--- src/rtl/lbm_pkg.sv ---
package lbm_pkg;
  localparam int CTRL_W   = 16;
  localparam int LB_BIT   = 7;
  localparam int DTR_BIT  = 10;
  localparam int RTS_BIT  = 11;
  localparam int OUT1_BIT = 12;
  localparam int OUT2_BIT = 13;

  localparam int FLAG_W = 9;
  localparam int F_CTS  = 0;
  localparam int F_DSR  = 1;
  localparam int F_DCD  = 2;
  localparam int F_RI   = 8;

  localparam int BRK_BIT = 10;
  localparam int ENTRY_W = BRK_BIT + 1;

  typedef struct packed {
    logic ri;
    logic dcd;
    logic dsr;
    logic cts;
  } modem_t;

  function automatic modem_t ctrl_to_modem(input logic [CTRL_W-1:0] w);
    modem_t m;
    m.ri  = w[OUT2_BIT];
    m.dcd = w[OUT1_BIT];
    m.cts = w[RTS_BIT];
    m.dsr = w[DTR_BIT];
    return m;
  endfunction

  function automatic logic [FLAG_W-1:0] modem_to_flags(input modem_t m);
    logic [FLAG_W-1:0] f;
    f        = '0;
    f[F_RI]  = m.ri;
    f[F_DCD] = m.dcd;
    f[F_DSR] = m.dsr;
    f[F_CTS] = m.cts;
    return f;
  endfunction
endpackage

--- src/rtl/lbm_sync.sv ---
module lbm_sync
  import lbm_pkg::*;
#(
  parameter int STAGES = 2
) (
  input  logic   clk,
  input  logic   rst_n,
  input  modem_t pins_i,
  output modem_t pins_o
);
  localparam int W = $bits(modem_t);

  logic [STAGES-1:0][W-1:0] stg_q;

  for (genvar g = 0; g < STAGES; g++) begin : g_stage
    if (g == 0) begin : g_first
      always_ff @(posedge clk or negedge rst_n) begin
        if (!rst_n) stg_q[g] <= '0;
        else        stg_q[g] <= pins_i;
      end
    end else begin : g_next
      always_ff @(posedge clk or negedge rst_n) begin
        if (!rst_n) stg_q[g] <= '0;
        else        stg_q[g] <= stg_q[g-1];
      end
    end
  end

  assign pins_o = modem_t'(stg_q[STAGES-1]);
endmodule

--- src/rtl/lbm_ctrl.sv ---
module lbm_ctrl
  import lbm_pkg::*;
(
  input  logic              clk,
  input  logic              rst_n,
  input  logic              ctrl_wr_i,
  input  logic [CTRL_W-1:0] ctrl_wdata_i,
  input  logic [3:0]        ms_clr_i,
  input  modem_t            pins_i,
  output logic              lb_o,
  output logic [FLAG_W-1:0] flags_o,
  output modem_t            ms_irq_o
);
  logic   lb_q;
  modem_t loop_q;
  modem_t ms_q;
  logic   wdata_unused;

  assign wdata_unused = ^{ctrl_wdata_i[CTRL_W-1:OUT2_BIT+1],
                          ctrl_wdata_i[DTR_BIT-1:LB_BIT+1],
                          ctrl_wdata_i[LB_BIT-1:0]};

  always_ff @(posedge clk or negedge rst_n) begin
    if (!rst_n) begin
      lb_q   <= 1'b0;
      loop_q <= '0;
    end else if (ctrl_wr_i) begin
      lb_q   <= ctrl_wdata_i[LB_BIT];
      loop_q <= ctrl_to_modem(ctrl_wdata_i);
    end
  end

  always_ff @(posedge clk or negedge rst_n) begin
    if (!rst_n) begin
      ms_q <= '0;
    end else if (ctrl_wr_i && ctrl_wdata_i[LB_BIT]) begin
      ms_q <= ctrl_to_modem(ctrl_wdata_i);
    end else begin
      ms_q <= modem_t'(ms_q & ~ms_clr_i);
    end
  end

  assign lb_o     = lb_q;
  assign flags_o  = lb_q ? modem_to_flags(loop_q) : modem_to_flags(pins_i);
  assign ms_irq_o = ms_q;

  // a loopback write reloads the interrupt bits from the written outputs
  assert_irq_reload_R3: assert property (@(posedge clk) disable iff (!rst_n)
    (ctrl_wr_i && ctrl_wdata_i[LB_BIT]) |=>
      (ms_irq_o == ctrl_to_modem($past(ctrl_wdata_i))));

  // without a loopback write no interrupt bit may rise
  assert_irq_no_rise_R3: assert property (@(posedge clk) disable iff (!rst_n)
    !(ctrl_wr_i && ctrl_wdata_i[LB_BIT]) |=>
      ((ms_irq_o & ~$past(ms_irq_o)) == 4'b0000));

  // flags show the cross-wired outputs right after a loopback write
  assert_flag_cross_R1: assert property (@(posedge clk) disable iff (!rst_n)
    (ctrl_wr_i && ctrl_wdata_i[LB_BIT]) |=>
      (flags_o[F_RI]  == $past(ctrl_wdata_i[OUT2_BIT]) &&
       flags_o[F_DCD] == $past(ctrl_wdata_i[OUT1_BIT]) &&
       flags_o[F_CTS] == $past(ctrl_wdata_i[RTS_BIT])  &&
       flags_o[F_DSR] == $past(ctrl_wdata_i[DTR_BIT])));
endmodule

--- src/rtl/lbm_brk.sv ---
module lbm_brk (
  input  logic clk,
  input  logic rst_n,
  input  logic lb_i,
  input  logic brk_en_i,
  input  logic tx_stb_i,
  output logic pend_o
);
  logic prev_q;
  logic pend_q;
  logic rise;

  assign rise = brk_en_i & ~prev_q;

  always_ff @(posedge clk or negedge rst_n) begin
    if (!rst_n) begin
      prev_q <= 1'b0;
      pend_q <= 1'b0;
    end else begin
      prev_q <= brk_en_i;
      pend_q <= lb_i & (rise | (pend_q & tx_stb_i));
    end
  end

  assign pend_o = pend_q;

  // a break entry offered without a competing byte is gone next cycle
  assert_brk_single_R6: assert property (@(posedge clk) disable iff (!rst_n)
    (pend_q && !tx_stb_i && !rise) |=> !pend_q);

  // no break entry appears unless a rise was seen in loopback
  assert_brk_cause_R6: assert property (@(posedge clk) disable iff (!rst_n)
    $rose(pend_q) |-> ($past(lb_i) && $past(brk_en_i)));
endmodule

--- src/rtl/lbm_arb.sv ---
module lbm_arb
  import lbm_pkg::*;
#(
  parameter int DATA_W = 8
) (
  input  logic               clk,
  input  logic               rst_n,
  input  logic               lb_i,
  input  logic               tx_stb_i,
  input  logic [DATA_W-1:0]  tx_data_i,
  input  logic               pend_i,
  input  logic               ext_valid_i,
  input  logic [DATA_W-1:0]  ext_data_i,
  input  logic               ext_brk_i,
  output logic               ext_ready_o,
  output logic               push_valid_o,
  output logic [ENTRY_W-1:0] push_data_o,
  input  logic               push_ready_i
);
  localparam int PAD_W = ENTRY_W - DATA_W;
  localparam logic [ENTRY_W-1:0] BRK_ENTRY = ENTRY_W'(1) << BRK_BIT;

  logic [ENTRY_W-1:0] tx_entry;
  logic [ENTRY_W-1:0] ext_entry;

  assign tx_entry  = {{PAD_W{1'b0}}, tx_data_i};
  assign ext_entry = ext_brk_i ? BRK_ENTRY : {{PAD_W{1'b0}}, ext_data_i};

  always_comb begin
    if (lb_i) begin
      ext_ready_o  = 1'b1;
      push_valid_o = tx_stb_i | pend_i;
      push_data_o  = tx_stb_i ? tx_entry : BRK_ENTRY;
    end else begin
      ext_ready_o  = push_ready_i;
      push_valid_o = ext_valid_i;
      push_data_o  = ext_entry;
    end
  end

  // loopback never back-pressures the external source
  assert_ext_ready_R7: assert property (@(posedge clk) disable iff (!rst_n)
    lb_i |-> ext_ready_o);

  // external traffic cannot reach the buffer during loopback
  assert_ext_block_R7: assert property (@(posedge clk) disable iff (!rst_n)
    (lb_i && !tx_stb_i && !pend_i) |-> !push_valid_o);

  // transmit strobes stay out of the buffer outside loopback
  assert_tx_block_R8: assert property (@(posedge clk) disable iff (!rst_n)
    (!lb_i && !ext_valid_i) |-> !push_valid_o);
endmodule

--- src/rtl/lbm_loopback.sv ---
module lbm_loopback
  import lbm_pkg::*;
#(
  parameter int DATA_W      = 8,
  parameter int SYNC_STAGES = 2
) (
  input  logic               clk,
  input  logic               rst_n,
  input  logic               ctrl_wr,
  input  logic [CTRL_W-1:0]  ctrl_wdata,
  input  logic [3:0]         ms_clr,
  input  logic               pin_ri,
  input  logic               pin_dcd,
  input  logic               pin_dsr,
  input  logic               pin_cts,
  input  logic               brk_en,
  input  logic               tx_stb,
  input  logic [DATA_W-1:0]  tx_data,
  input  logic               ext_valid,
  input  logic [DATA_W-1:0]  ext_data,
  input  logic               ext_brk,
  output logic               ext_ready,
  output logic               push_valid,
  output logic [ENTRY_W-1:0] push_data,
  input  logic               push_ready,
  output logic [FLAG_W-1:0]  status_flags,
  output logic [3:0]         ms_irq
);
  modem_t pins_raw;
  modem_t pins_sync;
  modem_t ms_irq_s;
  logic   lb;
  logic   brk_pend;

  assign pins_raw = '{ri: pin_ri, dcd: pin_dcd, dsr: pin_dsr, cts: pin_cts};

  lbm_sync #(.STAGES(SYNC_STAGES)) u_sync (
    .clk    (clk),
    .rst_n  (rst_n),
    .pins_i (pins_raw),
    .pins_o (pins_sync)
  );

  lbm_ctrl u_ctrl (
    .clk          (clk),
    .rst_n        (rst_n),
    .ctrl_wr_i    (ctrl_wr),
    .ctrl_wdata_i (ctrl_wdata),
    .ms_clr_i     (ms_clr),
    .pins_i       (pins_sync),
    .lb_o         (lb),
    .flags_o      (status_flags),
    .ms_irq_o     (ms_irq_s)
  );

  lbm_brk u_brk (
    .clk      (clk),
    .rst_n    (rst_n),
    .lb_i     (lb),
    .brk_en_i (brk_en),
    .tx_stb_i (tx_stb),
    .pend_o   (brk_pend)
  );

  lbm_arb #(.DATA_W(DATA_W)) u_arb (
    .clk          (clk),
    .rst_n        (rst_n),
    .lb_i         (lb),
    .tx_stb_i     (tx_stb),
    .tx_data_i    (tx_data),
    .pend_i       (brk_pend),
    .ext_valid_i  (ext_valid),
    .ext_data_i   (ext_data),
    .ext_brk_i    (ext_brk),
    .ext_ready_o  (ext_ready),
    .push_valid_o (push_valid),
    .push_data_o  (push_data),
    .push_ready_i (push_ready)
  );

  assign ms_irq = ms_irq_s;

  // a loopback byte is offered only in its own strobe cycle, never retried
  assert_no_retry_R9: assert property (@(posedge clk) disable iff (!rst_n)
    (lb && push_valid && !push_ready && !brk_pend && !tx_stb) |-> 1'b0);
endmodule

--- config.mk ---
export PLATFORM = sky130hd
export DESIGN_NAME = lbm_loopback
export DESIGN_NICKNAME = d
export VERILOG_FILES = /design/src/rtl/lbm_pkg.sv /design/src/rtl/lbm_sync.sv /design/src/rtl/lbm_ctrl.sv /design/src/rtl/lbm_brk.sv /design/src/rtl/lbm_arb.sv /design/src/rtl/lbm_loopback.sv
export SDC_FILE = /design/constraint.sdc
export NUM_CORES = 1
export LEC_CHECK = 0
export BUFFER_PORTS_ARGS = -buffer_cell sky130_fd_sc_hd__buf_2
export CORE_MARGIN = 5
export CORE_UTILIZATION = 39
export CTS_BUF_LIST = sky130_fd_sc_hd__clkbuf_8
export DETAILED_ROUTE_END_ITERATION = 12
export PLACE_DENSITY_LB_ADDON = 0.12
export SYNTH_ARGS = -nofsm -noshare
export SYNTH_HDL_FRONTEND = slang
export SYNTH_SLANG_ARGS = --single-unit
export TNS_END_PERCENT = 5
--- constraint.sdc ---
create_clock -name clk -period 1.25 [get_ports clk]
set_input_delay 0.125 -clock clk [delete_from_list [all_inputs] [get_ports clk]]
set_output_delay 0.125 -clock clk [all_outputs]
set_load 0.01 [all_outputs]
==> flow_metrics.py <==
metrics = {
    "worst_hold_path": {
        "min_from": "ctrl_wdata[13]",
        "hp-class": "primary input to flop",
    },
    "global_route": {
        "grt_pass1_wl_mm": 3.11,
        "grt_max_degree": 20,
        "grt_pass1_vias": 706,
        "antenna_found_initial": 0,
        "overflow": 0,
        "grt.total_usage_pct": 11.9,
    },
    "drt": {
        "wl_per_cell_um": 11.3,
        "wl_mm": 1.85,
        "vias": 718,
        "post-route-drc-count": 0,
        "vias_per_cell": 4.38,
        "ant_nets": 0,
        "drtPass1Iterations": 3,
        "drt_iter0_drc": 18,
    },
    "die": {
        "die_w_um": 57.0,
        "num_rows": 17,
        "io_pins": 74,
        "die_y_um": 57.0,
        "core_um2": 2170,
        "die-area_um2": 3250,
        "initial_core_util_pct": 39.7,
    },
    "clock_network": {
        "cts_inserted_buffers": 3,
        "cts_tree": "built",
        "htree_levels": 1,
        "clk_pin_slew_ns": 0.06,
        "cts-root-buf": "clkbuf_8",
        "clk_latency_ns": 0.25,
        "clock_sinks": 19,
        "clock_path_buffers": 2,
    },
    "final_layout": {
        "drive_above_1_share_pct": 55.9,
        "antenna_cells": 0,
        "layout_common_cells": "buf_2 (51), dfrtp_1 (18), a22o_1 (7), conb_1 (7)",
        "fin_cells": 164,
        "final_nets": 185,
        "area_growth_pct": 51.7,
        "fin_area_um2": 1310,
        "mostFrequentLayoutCell": "buf_2",
    },
    "placed_design": {
        "dp.cells": 152,
        "dp.final_hpwl_mm": 1.47,
        "place.gp.congestion": 0.859,
        "place_area_um2": 1120,
        "io_buffer_count": 55,
        "preCtsSetupSlack_ns": -0.0180,
    },
    "sta": {
        "rsz0062_at_grt": "yes",
        "slew_viol_final": 0,
        "fin_ws_ns": -0.141,
        "min_period_ns": 1.39,
        "hold_viol_final": 0,
        "final.period_utilization_pct": 111,
        "hold_ws_ns": 0.123,
        "clock.fmax_mhz": 719,
        "setup_viol": 14,
        "fin_skew_ns": 0.00410,
    },
    "yosys": {
        "avgSynthCellArea_um2": 12.0,
        "synth_area_um2": 861,
        "yosysTopAreaCellShare_pct": 55.2,
        "synth_top_family_by_area": "simple AND/OR/NAND/NOR gates",
        "synth_top_cell_by_area": "dfrtp_1",
        "ys_ff_latch": 19,
        "yosysWarningCount": 0,
        "synth-seq-area-share_pct": 55.2,
        "synthTopCellsByArea": "dfrtp_1 (55%), mux2_2 (12%), a22o_1 (7.1%), buf_4 (7.0%), nand2b_1 (4.4%)",
        "ys_types": 19,
        "synthAdderAreaFrac_pct": 0,
        "synth-simple-area-share_pct": 12.2,
        "syn_inst": 72,
        "synth_xor_area_share_pct": 0,
        "synth_compound_area_share_pct": 11.5,
        "synthMuxAreaShare_pct": 11.8,
    },
    "setup_path": {
        "endpoint_kind": "output pin",
        "crit-reg2reg-launch": "u_ctrl.lb_o",
        "arrival_ns": 1.27,
        "crit_path_start_kind": "flop",
        "reg2reg_slack_ns": 0.28,
        "crit_path_max_fanout": 5,
        "cp.required_ns": 1.12,
        "worstSetupPathType": "flop to output pin",
        "critPathLaunch": "u_ctrl.lb_o",
    },
    "flow_run": {
        "drv_cap": 0,
    },
    "pwr": {
        "irDropWorstVdd_v": 0.00129,
        "powerDensity_nw_per_um2": 1100,
        "p_leak_nw": 0.676,
    },
    "outcome": {
        "violations": "negative setup slack",
        "status": "finished, violations left",
    },
}
==> where the power goes <==
part | leakage, nW | internal (W) | switching, W
registers | 0.228 | 0.000657 | 0.0000216
clock network | 0.0217 | 0.000224 | 0.000185
logic | 0.425 | 0.000201 | 0.000152
==> cell families after synthesis <==
family                 after synthesis
other                                1
buffers and inverters               10
multiplexers                         9
flip-flops                          19
AND/OR/NAND/NOR                     19
AO/OA/AOI/OAI                       14
==> cell usage after synthesis <==
master and n:
a21boi_0 1, a21oi_1 1, a22o_1 7, and2_1 1, and2_4 1, buf_2 1
buf_4 8, buf_6 1, conb_1 1, dfrtp_1 19, mux2_2 9, nand2_1 1
nand2b_1 6, nand3_1 5, nor2_1 3, nor2_2 1, o21ai_0 2, o21ai_1 3
or2_2 1
==> layout make-up <==
class / instances / area (um2)
well taps: 28 / 35.0
flip-flops and latches: 19 / 477
repair buffers: 64 / 390
fillers: 192 / 863
clock inverters: 1 / 7.51
multi-input cells: 49 / 355
clock buffers: 3 / 41.3
==> per-stage QoR <==
step	util (%)	setup TNS [ns]	power, W
floorplan	-	0	0.000856
global placement	51.8	-0.0120	0.000971
detailed placement	51.8	-0.0657	0.000975
CTS	59.5	-1.61	0.00145
global route	60.2	-2.17	0.00153
finish	60.2	-1.37	0.00144
==> worst paths after layout <==
path                                    end  depth (start not counted)
min reg2reg                u_sync.pins_o[1]                          0
min                        u_ctrl.loop_q[3]                          2
min in group asynchronous   u_sync.stg_q[0]                          2
max                         status_flags[2]                          3
max reg2reg                     u_ctrl.lb_o                          2
max in group asynchronous       u_ctrl.lb_o                          2
==> per-layer routing <==
metal | part of all wire (%) | vias up | track usage, %
met5 | 0 | - | 0
met4 | 0.70 | 0 | 1.99
met3 | 15 | 2 | 5.88
met2 | 48 | 39 | 19.7
met1 | 37 | 316 | 14.2
li1 | - | 361 | -
==> sequential cells by signal, indices dropped and copies added, names as in the netlist <==
signal	flops
u_ctrl.loop_q	4
u_ctrl.ms_irq_o	4
u_sync.pins_o	4
u_sync.stg_q	4
u_brk.pend_o	1
u_brk.prev_q	1
u_ctrl.lb_o	1
==> worst max-delay path: stages, from the launching register on <==
cell and delay [ns]:
dfrtp_2 0.45, buf_6 0.15, mux2_4 0.30, buf_6 0.12
==> timing repair <==
| action | in CTS | in global routing |
|---|---|---|
| cloned | 0 | 0 |
| gates resized for setup | 10 | 4 |
| hold endpoints to repair | 24 | 0 |
| hold buffers | 6 | 0 |
| buffers inserted | 2 | 0 |
| setup endpoints to repair | 15 | 15 |
| pin swaps | 1 | 6 |
Note: power is estimated with default switching activity, not from simulation.
